File: src/rtl/pxl_link_pkg.sv
package pxl_link_pkg;
  localparam int unsigned LANES_DEF = 3;
  localparam int unsigned SLOTS_DEF = 7;
  // slot k of the clock lane is bit k
  localparam logic [SLOTS_DEF-1:0] CLK_PAT_DEF = 7'b1100011;
endpackage

File: src/rtl/pxl_rst_sync.sv
module pxl_rst_sync (
  input  logic clk,
  input  logic rst_n,
  output logic srst_n
);
  logic [1:0] sync_q;

  always_ff @(posedge clk or negedge rst_n) begin
    if (!rst_n) sync_q <= 2'b00;
    else        sync_q <= {sync_q[0], 1'b1};
  end

  assign srst_n = sync_q[1];
endmodule

File: src/rtl/pxl_slot_timer.sv
module pxl_slot_timer #(
  parameter int unsigned N_SLOTS = 7,
  localparam int unsigned SW = $clog2(N_SLOTS)
) (
  input  logic          clk,
  input  logic          rst_n,
  input  logic          pix_clk,
  output logic          cap_stb,
  output logic          load_stb,
  output logic [SW-1:0] slot_cnt
);
  localparam logic [SW-1:0] LAST = SW'(N_SLOTS - 1);

  logic          pix_q;
  logic [SW-1:0] cnt_q, cnt_d;

  // falling edge of the pixel clock seen in the bit domain
  assign cap_stb = pix_q & ~pix_clk;

  always_comb begin
    if (cap_stb)            cnt_d = '0;
    else if (cnt_q == LAST) cnt_d = '0;
    else                    cnt_d = cnt_q + 1'b1;
  end

  always_ff @(posedge clk or negedge rst_n) begin
    if (!rst_n) begin
      pix_q <= 1'b0;
      cnt_q <= LAST;
    end else begin
      pix_q <= pix_clk;
      cnt_q <= cnt_d;
    end
  end

  assign load_stb = (cnt_q == '0);
  assign slot_cnt = cnt_q;


  load_follows_cap_chk: assert property (@(posedge clk) disable iff (!rst_n)
    cap_stb |=> load_stb);
endmodule

File: src/rtl/pxl_lane_shift.sv
module pxl_lane_shift #(
  parameter int unsigned W = 7
) (
  input  logic         clk,
  input  logic         rst_n,
  input  logic         load,
  input  logic [W-1:0] par,
  output logic         ser
);
  logic [W-1:0] sh_q, sh_d;

  always_comb begin
    if (load) sh_d = par;
    else      sh_d = {1'b0, sh_q[W-1:1]};
  end

  always_ff @(posedge clk or negedge rst_n) begin
    if (!rst_n) sh_q <= '0;
    else        sh_q <= sh_d;
  end

  assign ser = sh_q[0];
endmodule

File: src/rtl/pxl_link_ser.sv
module pxl_link_ser
  import pxl_link_pkg::*;
#(
  parameter int unsigned N_LANES = LANES_DEF,
  parameter int unsigned N_SLOTS = SLOTS_DEF,
  parameter logic [N_SLOTS-1:0] CLK_PAT = CLK_PAT_DEF,
  localparam int unsigned WORD_W = N_LANES * N_SLOTS,
  localparam int unsigned SW = $clog2(N_SLOTS)
) (
  input  logic               clk_bit,
  input  logic               rst_n,
  input  logic               pix_clk,
  input  logic               pd_n,
  input  logic [WORD_W-1:0]  pix_word,
  output logic [N_LANES-1:0] lane_dat,
  output logic               lane_clk,
  output logic               lane_oe
);
  logic              srst_n;
  logic              cap_stb, load_stb;
  logic [SW-1:0]     slot_cnt;
  logic [WORD_W-1:0] hold_q, hold_d;
  logic              fresh_q, fresh_d;
  logic              oe_q, oe_d;
  logic [N_LANES-1:0] ser_dat;
  logic               ser_clk;
  logic [N_LANES-1:0] lsb_vec;

  pxl_rst_sync u_rst (
    .clk    (clk_bit),
    .rst_n  (rst_n),
    .srst_n (srst_n)
  );

  pxl_slot_timer #(.N_SLOTS(N_SLOTS)) u_timer (
    .clk      (clk_bit),
    .rst_n    (srst_n),
    .pix_clk  (pix_clk),
    .cap_stb  (cap_stb),
    .load_stb (load_stb),
    .slot_cnt (slot_cnt)
  );

  // capture stage: the shifters reload from this copy
  always_comb begin
    hold_d = cap_stb ? pix_word : hold_q;
  end

  // enable sequencing around power-down
  always_comb begin
    fresh_d = fresh_q;
    oe_d    = oe_q;
    if (!pd_n) begin
      fresh_d = 1'b0;
      oe_d    = 1'b0;
    end else begin
      if (cap_stb)            fresh_d = 1'b1;
      if (load_stb && fresh_q) oe_d   = 1'b1;
    end
  end

  always_ff @(posedge clk_bit or negedge srst_n) begin
    if (!srst_n) begin
      hold_q  <= '0;
      fresh_q <= 1'b0;
      oe_q    <= 1'b0;
    end else begin
      hold_q  <= hold_d;
      fresh_q <= fresh_d;
      oe_q    <= oe_d;
    end
  end

  for (genvar i = 0; i < N_LANES; i++) begin : g_lane
    pxl_lane_shift #(.W(N_SLOTS)) u_shift (
      .clk   (clk_bit),
      .rst_n (srst_n),
      .load  (load_stb),
      .par   (hold_q[i*N_SLOTS +: N_SLOTS]),
      .ser   (ser_dat[i])
    );
    assign lsb_vec[i] = hold_q[i*N_SLOTS];
  end

  pxl_lane_shift #(.W(N_SLOTS)) u_clk_lane (
    .clk   (clk_bit),
    .rst_n (srst_n),
    .load  (load_stb),
    .par   (CLK_PAT),
    .ser   (ser_clk)
  );

  assign lane_oe  = oe_q;
  assign lane_dat = oe_q ? ser_dat : '0;
  assign lane_clk = oe_q & ser_clk;

  // slot shown on the lanes lags the counter by one
  logic [SW-1:0] shown_slot;
  always_comb begin
    shown_slot = (slot_cnt == '0) ? SW'(N_SLOTS - 1) : slot_cnt - 1'b1;
  end


  clk_lane_pattern_chk: assert property (@(posedge clk_bit) disable iff (!srst_n)
    lane_oe |-> lane_clk == CLK_PAT[shown_slot]);


  lane_lsb_first_chk: assert property (@(posedge clk_bit) disable iff (!srst_n)
    (lane_oe && slot_cnt == SW'(1)) |-> lane_dat == $past(lsb_vec));


  pd_release_chk: assert property (@(posedge clk_bit) disable iff (!srst_n)
    !pd_n |=> !lane_oe);


  oe_rise_on_load_chk: assert property (@(posedge clk_bit) disable iff (!srst_n)
    $rose(lane_oe) |-> $past(load_stb) && $past(pd_n));
endmodule

File: config.mk
export PLATFORM = sky130hd
export DESIGN_NAME = pxl_link_ser
export DESIGN_NICKNAME = d
export VERILOG_FILES = /design/src/rtl/pxl_link_pkg.sv /design/src/rtl/pxl_rst_sync.sv /design/src/rtl/pxl_slot_timer.sv /design/src/rtl/pxl_lane_shift.sv /design/src/rtl/pxl_link_ser.sv
export SDC_FILE = /design/constraint.sdc
export NUM_CORES = 1
export LEC_CHECK = 0
export BUFFER_PORTS_ARGS = -buffer_cell sky130_fd_sc_hd__buf_2
export CAP_MARGIN = 20
export CELL_PAD_IN_SITES_DETAIL_PLACEMENT = 1
export CELL_PAD_IN_SITES_GLOBAL_PLACEMENT = 1
export CORE_ASPECT_RATIO = 1.75
export CORE_UTILIZATION = 32
export CTS_CLUSTER_DIAMETER = 80
export CTS_CLUSTER_SIZE = 16
export DETAILED_ROUTE_END_ITERATION = 8
export GPL_ROUTABILITY_DRIVEN = 0
export HOLD_SLACK_MARGIN = 0.05
export PLACE_DENSITY = 0.58
export SLEW_MARGIN = 20
export SYNTH_ARGS = -nofsm -noshare
export SYNTH_HDL_FRONTEND = slang
export SYNTH_HIERARCHICAL = 1
export SYNTH_SLANG_ARGS = --single-unit
File: constraint.sdc
create_clock -name clk_bit -period 5.4 [get_ports clk_bit]
set_clock_uncertainty 0.15 [all_clocks]
set_input_delay 0.27 -clock clk_bit [delete_from_list [all_inputs] [get_ports clk_bit]]
set_output_delay 0.27 -clock clk_bit [all_outputs]
set_load 0.005 [all_outputs]
Word level (Yosys, flattened, before mapping)
Cells that the tools add are included.

operators by class
  add/subtract/negate cells = 1
  equality and inequality tests = 3
  multiplexer cells = 11
  bitwise gates (word level) = 3
  reduce and logical (&&, ||, !) cells = 2

operator list
  kind                 count
  $mux 7               4
  $mux 3               3
  $mux 1               4
  $ne 2x1->1 const B   2
  $add 3x1->3 const B  1
  $eq 3x3->1 const B   1
  $logic_not 3->1      1
  $and 1x1->1          2
  $logic_and 1x1->1    1
  $not 1->1            1

word-level totals
  flip-flop bits (word level) = 57
  bits of input ports = 25
  output and inout port bits = 5
  logic and storage cells = 30

Depth between registers and ports, before layout
Gate-level depths: netlist (run 1).

  depth after elaboration = 4
  gate-level depth with buffers = 3
  depth with buffers taken out = 3

Modules after synthesis
Netlist (run 1), hierarchy kept.

modules (own cells, without submodules)
  module          instances  cells an instance  area each (um^2)  sequential area each (um^2)
  pxl_lane_shift  4          15                 284.0             175.2
  pxl_link_ser    1          55                 885.8             575.6
  pxl_slot_timer  1          13                 172.7             102.6
  pxl_rst_sync    1          3                  53.8              50.0

Worst setup path before layout (run 1)
Ideal clock, no wire load.

  path kind = reg-to-reg
  start point = register u_timer.cnt_q[0] (netlist: u_timer/slot_cnt[0])
  end point = register g_lane[0].u_shift.sh_q[0]
  data arrival time = 1.451 ns
  required time = 5.125 ns
  slack = 3.674 ns
  stages on the path, launching flop included = 4
  buffers on the path = 1
  cell sequence = dfrtp_1 > nor3_1 > buf_6 > mux2_4

on the way
  cells in the longest elaborated chain, start to end = 2

ends and longest elaborated chain
  item                           line                  text
  from (decl)                    pxl_slot_timer.sv:15  logic [SW-1:0] cnt_q, cnt_d;
  from (signal assigned)         pxl_slot_timer.sv:32  cnt_q <= cnt_d;
  $logic_not 3->1                pxl_slot_timer.sv:36  assign load_stb = (cnt_q == '0);
  via load_stb                   pxl_link_ser.sv:20    logic cap_stb, load_stb;
  $mux 7                         pxl_lane_shift.sv:13  if (load) sh_d = par;
  via g_lane[0].u_shift.sh_d[0]  pxl_lane_shift.sv:10  logic [W-1:0] sh_q, sh_d;
  to (signal assigned)           pxl_lane_shift.sv:18  if (!rst_n) sh_q <= '0;
  to (signal assigned)           pxl_lane_shift.sv:19  else sh_q <= sh_d;
  to (decl)                      pxl_lane_shift.sv:10

The timed path passes the listed nets, and every way through them passes these cells.
A chain may end at the register's enable or synchronous reset.

Worst setup path in the final report (run 1)
  start point = input port pix_clk
  end point = register hold_q[10]

on the way
  cells in the longest elaborated chain, start to end = 2

ends and longest elaborated chain
  item                  line                  text
  from (decl)           pxl_link_ser.sv:12    input logic pix_clk,
  $not 1->1             pxl_slot_timer.sv:18  assign cap_stb = pix_q & ~pix_clk;
  $and 1x1->1           pxl_slot_timer.sv:18
  via cap_stb           pxl_link_ser.sv:20
  to (signal assigned)  pxl_link_ser.sv:68    hold_q <= hold_d;
  to (decl)             pxl_link_ser.sv:22    logic [WORD_W-1:0] hold_q, hold_d;

The timed path passes the listed nets, and every way through them passes these cells.

==> results of run 1 <==
[sequential cells by signal (all words and copies together) (netlist names)]
register	cells
fresh_q	1
u_timer/slot_cnt	3
lane_oe	1
g_lane.u_shift/sh_q	21
u_clk_lane/sh_q	7
u_rst/sync_q	2
u_timer/pix_q	1
hold_q	21
[stage by stage]
stage	worst slack, ps	utilization	area, um2
2_1_floorplan	3550	-	2270
3_3_place_gp	3730	0.364	2480
3_5_place_dp	3680	0.364	2480
4_1_cts	3480	0.443	3020
5_1_grt	3400	0.443	3020
6_report	3500	0.443	3020
[worst min path at each step]
stage,slack (ps),cells after the start,to
after floorplan,-180,0,u_rst/sync_q[0]
after global placement,-100,1,u_rst/sync_q[0]
after global routing,50,2,hold_q[7]
final,60,2,hold_q[7]
after CTS,60,2,hold_q[7]
after detailed placement,-90,1,u_rst/sync_q[0]
[per-layer routing]
metal | vias up | wire length, um
li1 | 568 | -
met1 | 626 | 1530
met2 | 25 | 1960
met3 | 9 | 171
met4 | 0 | 113
met5 | - | 0
[final cells by class]
cell class              instances  area share
clock inverters                 2      0.0116
well taps                      84      0.0348
multi-input cells              73       0.257
flip-flops and latches         57       0.474
clock buffers                  14      0.0908
repair buffers                 55       0.132
[worst max-delay path, stage by stage]
cell           delay [ps]
dlygate4sd3_1         520
buf_2                 140
nor2b_4               590
mux2_2                410
[cell usage in the layout, fill, tap and decap left out, drive strengths merged]
master / instances
conb: 8
bufinv: 1
and2: 8
clkinv: 1
a21oi: 1
nor2b: 2
dfrtp: 55
buf: 32
dfstp: 2
o21a: 2
clkbuf: 14
nand2b: 1
nor3: 2
dlygate4sd3: 23
a211oi: 2
nor2: 2
mux2: 45
[what timing repair did]
| item | in CTS | in global routing |
|---|---|---|
| hold buffers | 23 | 0 |
| endpoints found under the hold margin | 25 | 0 |
| setup buffers | 0 | 0 |
[power groups by stage]
| stage | combinational, mW | clock [mW] | sequential, mW |
|---|---|---|---|
| floorplan | 0.341 | 0 | 0.611 |
| finish | 0.381 | 0.574 | 0.619 |
| CTS | 0.390 | 0.588 | 0.623 |
| detailed placement | 0.373 | 0 | 0.627 |
| global route | 0.415 | 0.605 | 0.636 |
| global placement | 0.360 | 0 | 0.619 |
[logic make-up (layout without fill, tap and decap cells)]
kind of cell,after synthesis,in the layout,synth area share
other,3,8,0.00501
flip-flops,57,57,0.636
AND/OR/NAND/NOR,15,15,0.0462
multiplexers,45,45,0.265
buffers and inverters,6,71,0.0300
AO/OA/AOI/OAI,5,5,0.0178
==> impl_metrics.py, run 1 <==
metrics = {
    "floorplan": {
        "start_util": 0.330,
        "chipHeight_um": 113,
        "ios": 30,
        "die_w_um": 65.4,
        "fp-row-count": 40,
        "coreArea_mm2": 0.00681,
        "die-area_mm2": 0.00738,
    },
    "power": {
        "power_frac_clock": 0.365,
        "swShare": 0.233,
        "switchingPower_uw": 366,
        "p_leak_nw": 1.42,
        "ir_drop_uv": 178,
        "internal_power_mw": 1.21,
        "seqPwrFrac": 0.393,
        "p_per_area_mw_per_mm2": 522,
        "power_frac_comb": 0.242,
        "finalPower_mw": 1.57,
    },
    "min_path": {
        "hold_path_startpoint": "pix_word[7]",
        "worst_hold_path_type": "input pin to flip-flop",
    },
    "cts": {
        "cts_tree": "yes",
        "clk_latency_ps": 320,
        "cts.sinks": 57,
        "clockBufferDepth": 2,
        "cts_root_buffer": "clkbuf_16",
        "cts_buffers": 9,
        "path_clk_slew_ps": 50,
        "h-tree-depth": 3,
        "cts_resized": 0,
    },
    "drt": {
        "via_per_inst": 4.31,
        "drcViolationCount": 0,
        "drt-pass1-iter-count": 4,
        "drtIter0Drc": 59,
        "vias": 1228,
        "drt_wl_total_um": 3780,
        "wl_per_cell_um": 13.3,
        "postRouteAntennaNets": 0,
    },
    "status": {
        "status": "finished, final reports clean",
    },
    "global_route": {
        "grt_pass1_vias": 1424,
        "grt_pass1_wl_um": 6590,
        "globalRouteMet1Util": 0.133,
        "antenna_found_initial": 0,
        "grtUsageMet3": 0.0494,
        "top_usage_layer": "met2",
        "use_met2": 0.199,
        "grt_max_degree": 56,
        "grt_overflow_total": 0,
        "track_usage": 0.124,
    },
    "logic_synthesis": {
        "syn_area_mm2": 0.00225,
        "synth_edf_count": 0,
        "synth_seq_cells": 57,
        "synthArstFlopShare": 1.00,
        "synth_area_leaders": "dfrtp_1, mux2_4, mux2_2",
        "synth_area_leader_cell": "dfrtp_1",
        "yosysUniqueCellTypes": 18,
        "avgSynthCellArea_um2": 17.2,
        "synth_top_area_share": 0.612,
        "ys_top_cells_by_count": "dfrtp_1, mux2_4, mux2_2",
        "syn_inst": 131,
        "yosysSeqAreaShare": 0.636,
        "synth.most_common_cell": "dfrtp_1",
        "ys_warn_count": 6,
        "synth_flop_cell": "dfrtp_1",
    },
    "timing": {
        "whs_ps": 59.8,
        "slew_headroom": 0.503,
        "timing.final.crit_period_ps": 1900,
        "grt_setup_unrepaired": "no",
        "max_freq_mhz": 527,
        "fin_setup_tns_ps": 0,
        "finalHoldViolations": 0,
        "tightest_slew_ps": 744,
        "finalCritPeriodShare": 0.352,
        "drv_slew": 0,
        "finalSetupViolations": 0,
    },
    "critical_path": {
        "cp_max_fo": 25,
        "cp_data_required_time_ps": 5450,
        "ff2ff_path_depth": 2,
        "end_kind": "flip-flop",
        "crit_path_end": "hold_q[10]",
        "worstReg2RegEnd": "hold_q[10]",
        "r2r-start": "u_timer/pix_q",
        "setup.worst_path.start": "pix_clk",
        "critPathLaunchType": "input pin",
        "cp.arrival_ps": 1950,
        "r2r_slack_ps": 3760,
        "worst-setup-path-type": "input pin to flip-flop",
    },
    "placement": {
        "dp_hpwl_um": 2300,
        "portBuffers": 29,
        "dp.cells": 246,
    },
    "final_layout": {
        "seq_area_mm2": 0.00143,
        "n_antenna_cell": 0,
        "multi_input_area_um2": 776,
        "nets": 221,
        "stdcell_count": 285,
        "fill_cells": 724,
        "syn2layout_area_growth_pct": 34.2,
        "drive_gt1_frac": 0.507,
    },
    "flow_run": {
        "max_cap_violations": 0,
    },
}
(Power assumes the default switching activity.)
==> run 2, diff against run 1 <==
- PLACE_DENSITY: 0.58 -> 0.6
- clock period: 5.4 -> 1.7 ns (I/O delays scaled with it)
==> run 2 against run 1 <==
  * Critical path depth fell by 1
  * Combinational power grew to 3.3 times the previous value
  * Register-to-register slack got worse by 3600 ps
  * First-iteration DRC count down 46%
  * Power grew to 3.2 times the previous value
  * Die area stayed put
  * Non-clock buffer count increased by 2
  * Wire length rose by 6.5%
  * Via count rose by 1.5%
  * Critical path type is now flip-flop to flip-flop
  * Largest cell class unchanged
  * Largest power group unchanged
==> impl_metrics.py, run 2 (same netlist as run 1, synthesis figures left out) <==
metrics = {
    "timing": {
        "finalCritPeriodShare": 0.886,
        "worst_slack_ps": 194,
        "whs_ps": 112,
        "drv_slew": 0,
        "fin_setup_tns_ps": 0,
        "finalSetupViolations": 0,
        "finalHoldViolations": 0,
        "max_freq_mhz": 664,
        "timing.final.crit_period_ps": 1510,
        "grt_setup_unrepaired": "no",
    },
    "power": {
        "ir_drop_uv": 943,
        "p_per_area_mw_per_mm2": 1620,
        "p_leak_nw": 1.43,
        "finalPower_mw": 4.97,
    },
    "cts": {
        "clockBufferDepth": 2,
        "clk_latency_ps": 320,
        "cts_tree": "yes",
        "h-tree-depth": 3,
        "cts_buffers": 9,
        "path_clk_slew_ps": 50,
        "cts_resized": 0,
        "ctsHoldBuffers": 25,
        "cts_root_buffer": "clkbuf_16",
        "cts.sinks": 57,
        "post_cts_buffers": 0,
    },
    "drt": {
        "drcViolationCount": 0,
        "drt-pass1-iter-count": 4,
        "vias": 1246,
        "wl_per_cell_um": 14.0,
        "drt_wl_total_um": 4030,
        "drtIter0Drc": 32,
        "postRouteAntennaNets": 0,
        "via_per_inst": 4.34,
    },
    "placement": {
        "place_area_mm2": 0.00252,
        "dp_hpwl_um": 2390,
        "portBuffers": 29,
        "post-place-ws_ps": 178,
        "dp.cells": 246,
    },
    "min_path": {
        "worst_hold_path_type": "flip-flop to async pin",
    },
    "floorplan": {
        "die_w_um": 65.4,
        "fp-row-count": 40,
        "chipHeight_um": 113,
        "die-area_mm2": 0.00738,
        "start_util": 0.330,
        "coreArea_mm2": 0.00681,
        "ios": 30,
    },
    "global_route": {
        "track_usage": 0.132,
        "grt_pass1_wl_um": 7060,
        "antenna_found_initial": 0,
        "grt_overflow_total": 0,
        "grt_pass1_vias": 1444,
        "grt_max_degree": 56,
    },
    "final_layout": {
        "reg_top3": "g_lane.u_shift/sh_q x21, hold_q x21, u_clk_lane/sh_q x7",
        "syn2layout_area_growth_pct": 36.4,
        "stdcell_count": 287,
        "final_cell_mix": "dfrtp_1, buf_2, dlygate4sd3_1",
        "nets": 223,
        "fin_area_mm2": 0.00307,
        "drive_gt1_frac": 0.507,
        "n_antenna_cell": 0,
        "finalCoreUtilization": 0.451,
        "final_common_cell": "dfrtp_1",
    },
    "critical_path": {
        "worst-setup-path-type": "flip-flop to flip-flop",
        "cp_max_fo": 29,
        "cp_slowest_stage_delay_ps": 430,
        "end_kind": "flip-flop",
        "cp.arrival_ps": 1560,
        "critical_path_buf_inv_count": 1,
        "crit_chain": "nor3_4 > buf_12 > mux2_4",
        "cp_data_required_time_ps": 1750,
        "crit_family": "flip-flops",
        "slowest_stage": "dfrtp_1",
        "critPathLaunchType": "flip-flop",
    },
    "flow_run": {
        "max_cap_violations": 0,
    },
    "status": {
        "status": "finished, final reports clean",
    },
}
-- run 2: cell count changes in the layout (fill, tap and decap cells not counted), sizes merged --
cell / delta
bufinv: -1
clkinv: +1
dlygate4sd3: +2
-- run 2: final cells by class --
| type | instances | area (um2) |
|---|---|---|
| clock buffers | 14 | 284 |
| well taps | 84 | 105 |
| flip-flops and latches | 57 | 1430 |
| multi-input cells | 73 | 782 |
| clock inverters | 2 | 10.0 |
| repair buffers | 57 | 455 |
| fillers | 722 | 3740 |
-- run 2: final timing paths --
path | startpoint | endpoint | slack [ps] | cells after the start
setup / recovery | u_timer/slot_cnt[0] | g_lane[1].u_shift/sh_q[5] | 190 | 3
hold / removal | u_rst/sync_q[1] | hold_q[20] | 110 | 1
setup reg to reg | u_timer/slot_cnt[0] | g_lane[1].u_shift/sh_q[5] | 190 | 3
hold reg to reg | u_rst/sync_q[1] | hold_q[20] | 110 | 1
max in group asynchronous | rst_n | u_rst/sync_q[1] | 800 | 3
min in group clk_bit | u_rst/sync_q[0] | u_rst/sync_q[1] | 200 | 0
-- run 2: routing by layer --
layer / GRT usage / wire length (um) / share of wire / up-vias
li1: - / - / - / 574
met1: 0.140 / 1500 / 0.37 / 640
met2: 0.216 / 2260 / 0.56 / 21
met3: 0.0423 / 141 / 0.035 / 11
met4: 0.0913 / 125 / 0.031 / 0
met5: 0 / 0 / 0 / -
-- run 2: report_power, final --
group          leakage, nW  internal (mW)  switching, mW
registers            0.692           1.79          0.206
clock network        0.149           1.14          0.585
logic                0.594          0.836          0.414
total                 1.43           3.77           1.21
==> run 3, diff against run 2 <==
- PLACE_DENSITY: 0.6 -> 0.58
- clock period: 1.7 -> 1.8 ns (I/O delays scaled with it)
==> run 3 against run 2 <==
  * Combinational power fell by 6%
  * Die area did not move
  * Critical path depth unchanged
  * Global-route usage down 0.44 points
  * Register-to-register slack improved by 70 ps
  * Worst setup slack improved by 70 ps
  * First-iteration DRC count rose by 16%
  * Flip-flop and latch count unchanged
  * Core utilization decreased by 0.44 points
  * Count of clock-buffer cells in the layout up 1
  * Cell area down 0.98%
  * Critical path type unchanged
==> impl_metrics.py, run 3 (same netlist as run 1, synthesis figures left out) <==
metrics = {
    "power": {
        "power_frac_comb": 0.257,
        "switchingPower_mw": 1.09,
        "power_frac_clock": 0.333,
        "ir_drop_uv": 660,
        "swShare": 0.239,
        "internal_power_mw": 3.46,
        "finalPower_mw": 4.54,
        "seqPwrFrac": 0.411,
        "p_per_area_mw_per_mm2": 1500,
        "p_leak_nw": 1.43,
    },
    "floorplan": {
        "fp-row-count": 40,
        "chipHeight_um": 113,
        "start_util": 0.330,
        "die_w_um": 65.4,
        "ios": 30,
        "coreArea_mm2": 0.00681,
        "die-area_mm2": 0.00738,
    },
    "drt": {
        "wl_per_cell_um": 13.6,
        "drt-pass1-iter-count": 2,
        "drtIter0Drc": 37,
        "via_per_inst": 4.29,
        "drcViolationCount": 0,
        "postRouteAntennaNets": 0,
        "drt_wl_total_um": 3930,
        "vias": 1244,
    },
    "global_route": {
        "grt_max_degree": 29,
        "grt_pass1_wl_um": 6930,
        "antenna_found_initial": 0,
        "grt_overflow_total": 0,
        "track_usage": 0.128,
        "grt_pass1_vias": 1465,
    },
    "critical_path": {
        "critPathLaunchType": "flip-flop",
        "slowest_stage": "dfrtp_1",
        "cp_data_required_time_ps": 1840,
        "end_kind": "flip-flop",
        "worst-setup-path-type": "flip-flop to flip-flop",
        "cp.arrival_ps": 1580,
        "cp_slowest_stage_delay_ps": 420,
        "crit_family": "flip-flops",
        "critical_path_buf_inv_count": 1,
        "crit_chain": "nor3_2 > buf_4 > mux2_4",
        "cp_max_fo": 15,
    },
    "placement": {
        "dp.cells": 249,
        "place_area_mm2": 0.00251,
        "portBuffers": 29,
        "dp_hpwl_um": 2630,
        "post-place-ws_ps": 264,
    },
    "final_layout": {
        "fill_cells": 709,
        "final_cell_mix": "dfrtp_1, buf_2, dlygate4sd3_1",
        "syn2layout_area_growth_pct": 35.1,
        "stdcell_count": 290,
        "drive_gt1_frac": 0.500,
        "finalCoreUtilization": 0.446,
        "n_antenna_cell": 0,
        "final_common_cell": "dfrtp_1",
        "fin_area_mm2": 0.00304,
        "reg_top3": "g_lane.u_shift/sh_q x21, hold_q x21, u_clk_lane/sh_q x7",
        "nets": 226,
    },
    "cts": {
        "cts_root_buffer": "clkbuf_16",
        "path_clk_slew_ps": 50,
        "clk_latency_ps": 320,
        "cts_resized": 0,
        "cts.sinks": 57,
        "h-tree-depth": 3,
        "cts_buffers": 9,
        "cts_tree": "yes",
        "clockBufferDepth": 2,
    },
    "flow_run": {
        "max_cap_violations": 0,
    },
    "timing": {
        "finalHoldViolations": 0,
        "drv_slew": 0,
        "max_freq_mhz": 651,
        "grt_setup_unrepaired": "no",
        "finalCritPeriodShare": 0.853,
        "timing.final.crit_period_ps": 1540,
        "finalSetupViolations": 0,
        "whs_ps": 135,
        "fin_setup_tns_ps": 0,
        "worst_slack_ps": 264,
    },
    "status": {
        "status": "finished, final reports clean",
    },
    "min_path": {
        "worst_hold_path_type": "flip-flop to async pin",
    },
}
## run 3: cell type report
class	count	area, um2	area share
flip-flops and latches	57	1430	0.471
clock inverters	1	5.00	0.00165
multi-input cells	73	776	0.255
repair buffers	60	453	0.149
well taps	84	105	0.0346
clock buffers	15	268	0.0882
## run 3: per-layer routing
layer	share of wire	global-route usage	vias to the layer above
met2	0.54	0.216	23
met5	0	0	-
li1	-	-	577
met4	0.016	0.0652	0
met3	0.032	0.0423	5
met1	0.41	0.139	639
## run 3: final timing paths
check,slack [ps],depth (start not counted),endpoint,from
worst min register to register,140,1,hold_q[12],u_rst/sync_q[1]
worst min-delay path,140,1,hold_q[12],u_rst/sync_q[1]
max in group asynchronous,900,3,u_rst/sync_q[1],rst_n
worst max register to register,260,3,u_clk_lane/sh_q[2],u_timer/slot_cnt[0]
min in group clk_bit,210,0,u_rst/sync_q[1],u_rst/sync_q[0]
worst max-delay path,260,3,u_clk_lane/sh_q[2],u_timer/slot_cnt[0]
## run 3: worst register-to-register path, cell delays in order, from the launching register on
cell	delay [ps]
dfrtp_1	420
nor3_2	210
buf_4	300
mux2_4	330
## run 3: repair_timing
action	in CTS	in global routing
hold endpoints to repair	26	0
buffers inserted	0	0
hold buffers	25	0
## run 3: power groups by stage
stage | clock (mW) | combinational (mW) | sequential, mW
final | 1.51 | 1.17 | 1.87
after global routing | 1.61 | 1.27 | 1.91
after CTS | 1.56 | 1.20 | 1.88
after detailed placement | 0 | 1.14 | 1.89
after global placement | 0 | 1.08 | 1.86
after floorplan | 0 | 1.02 | 1.83
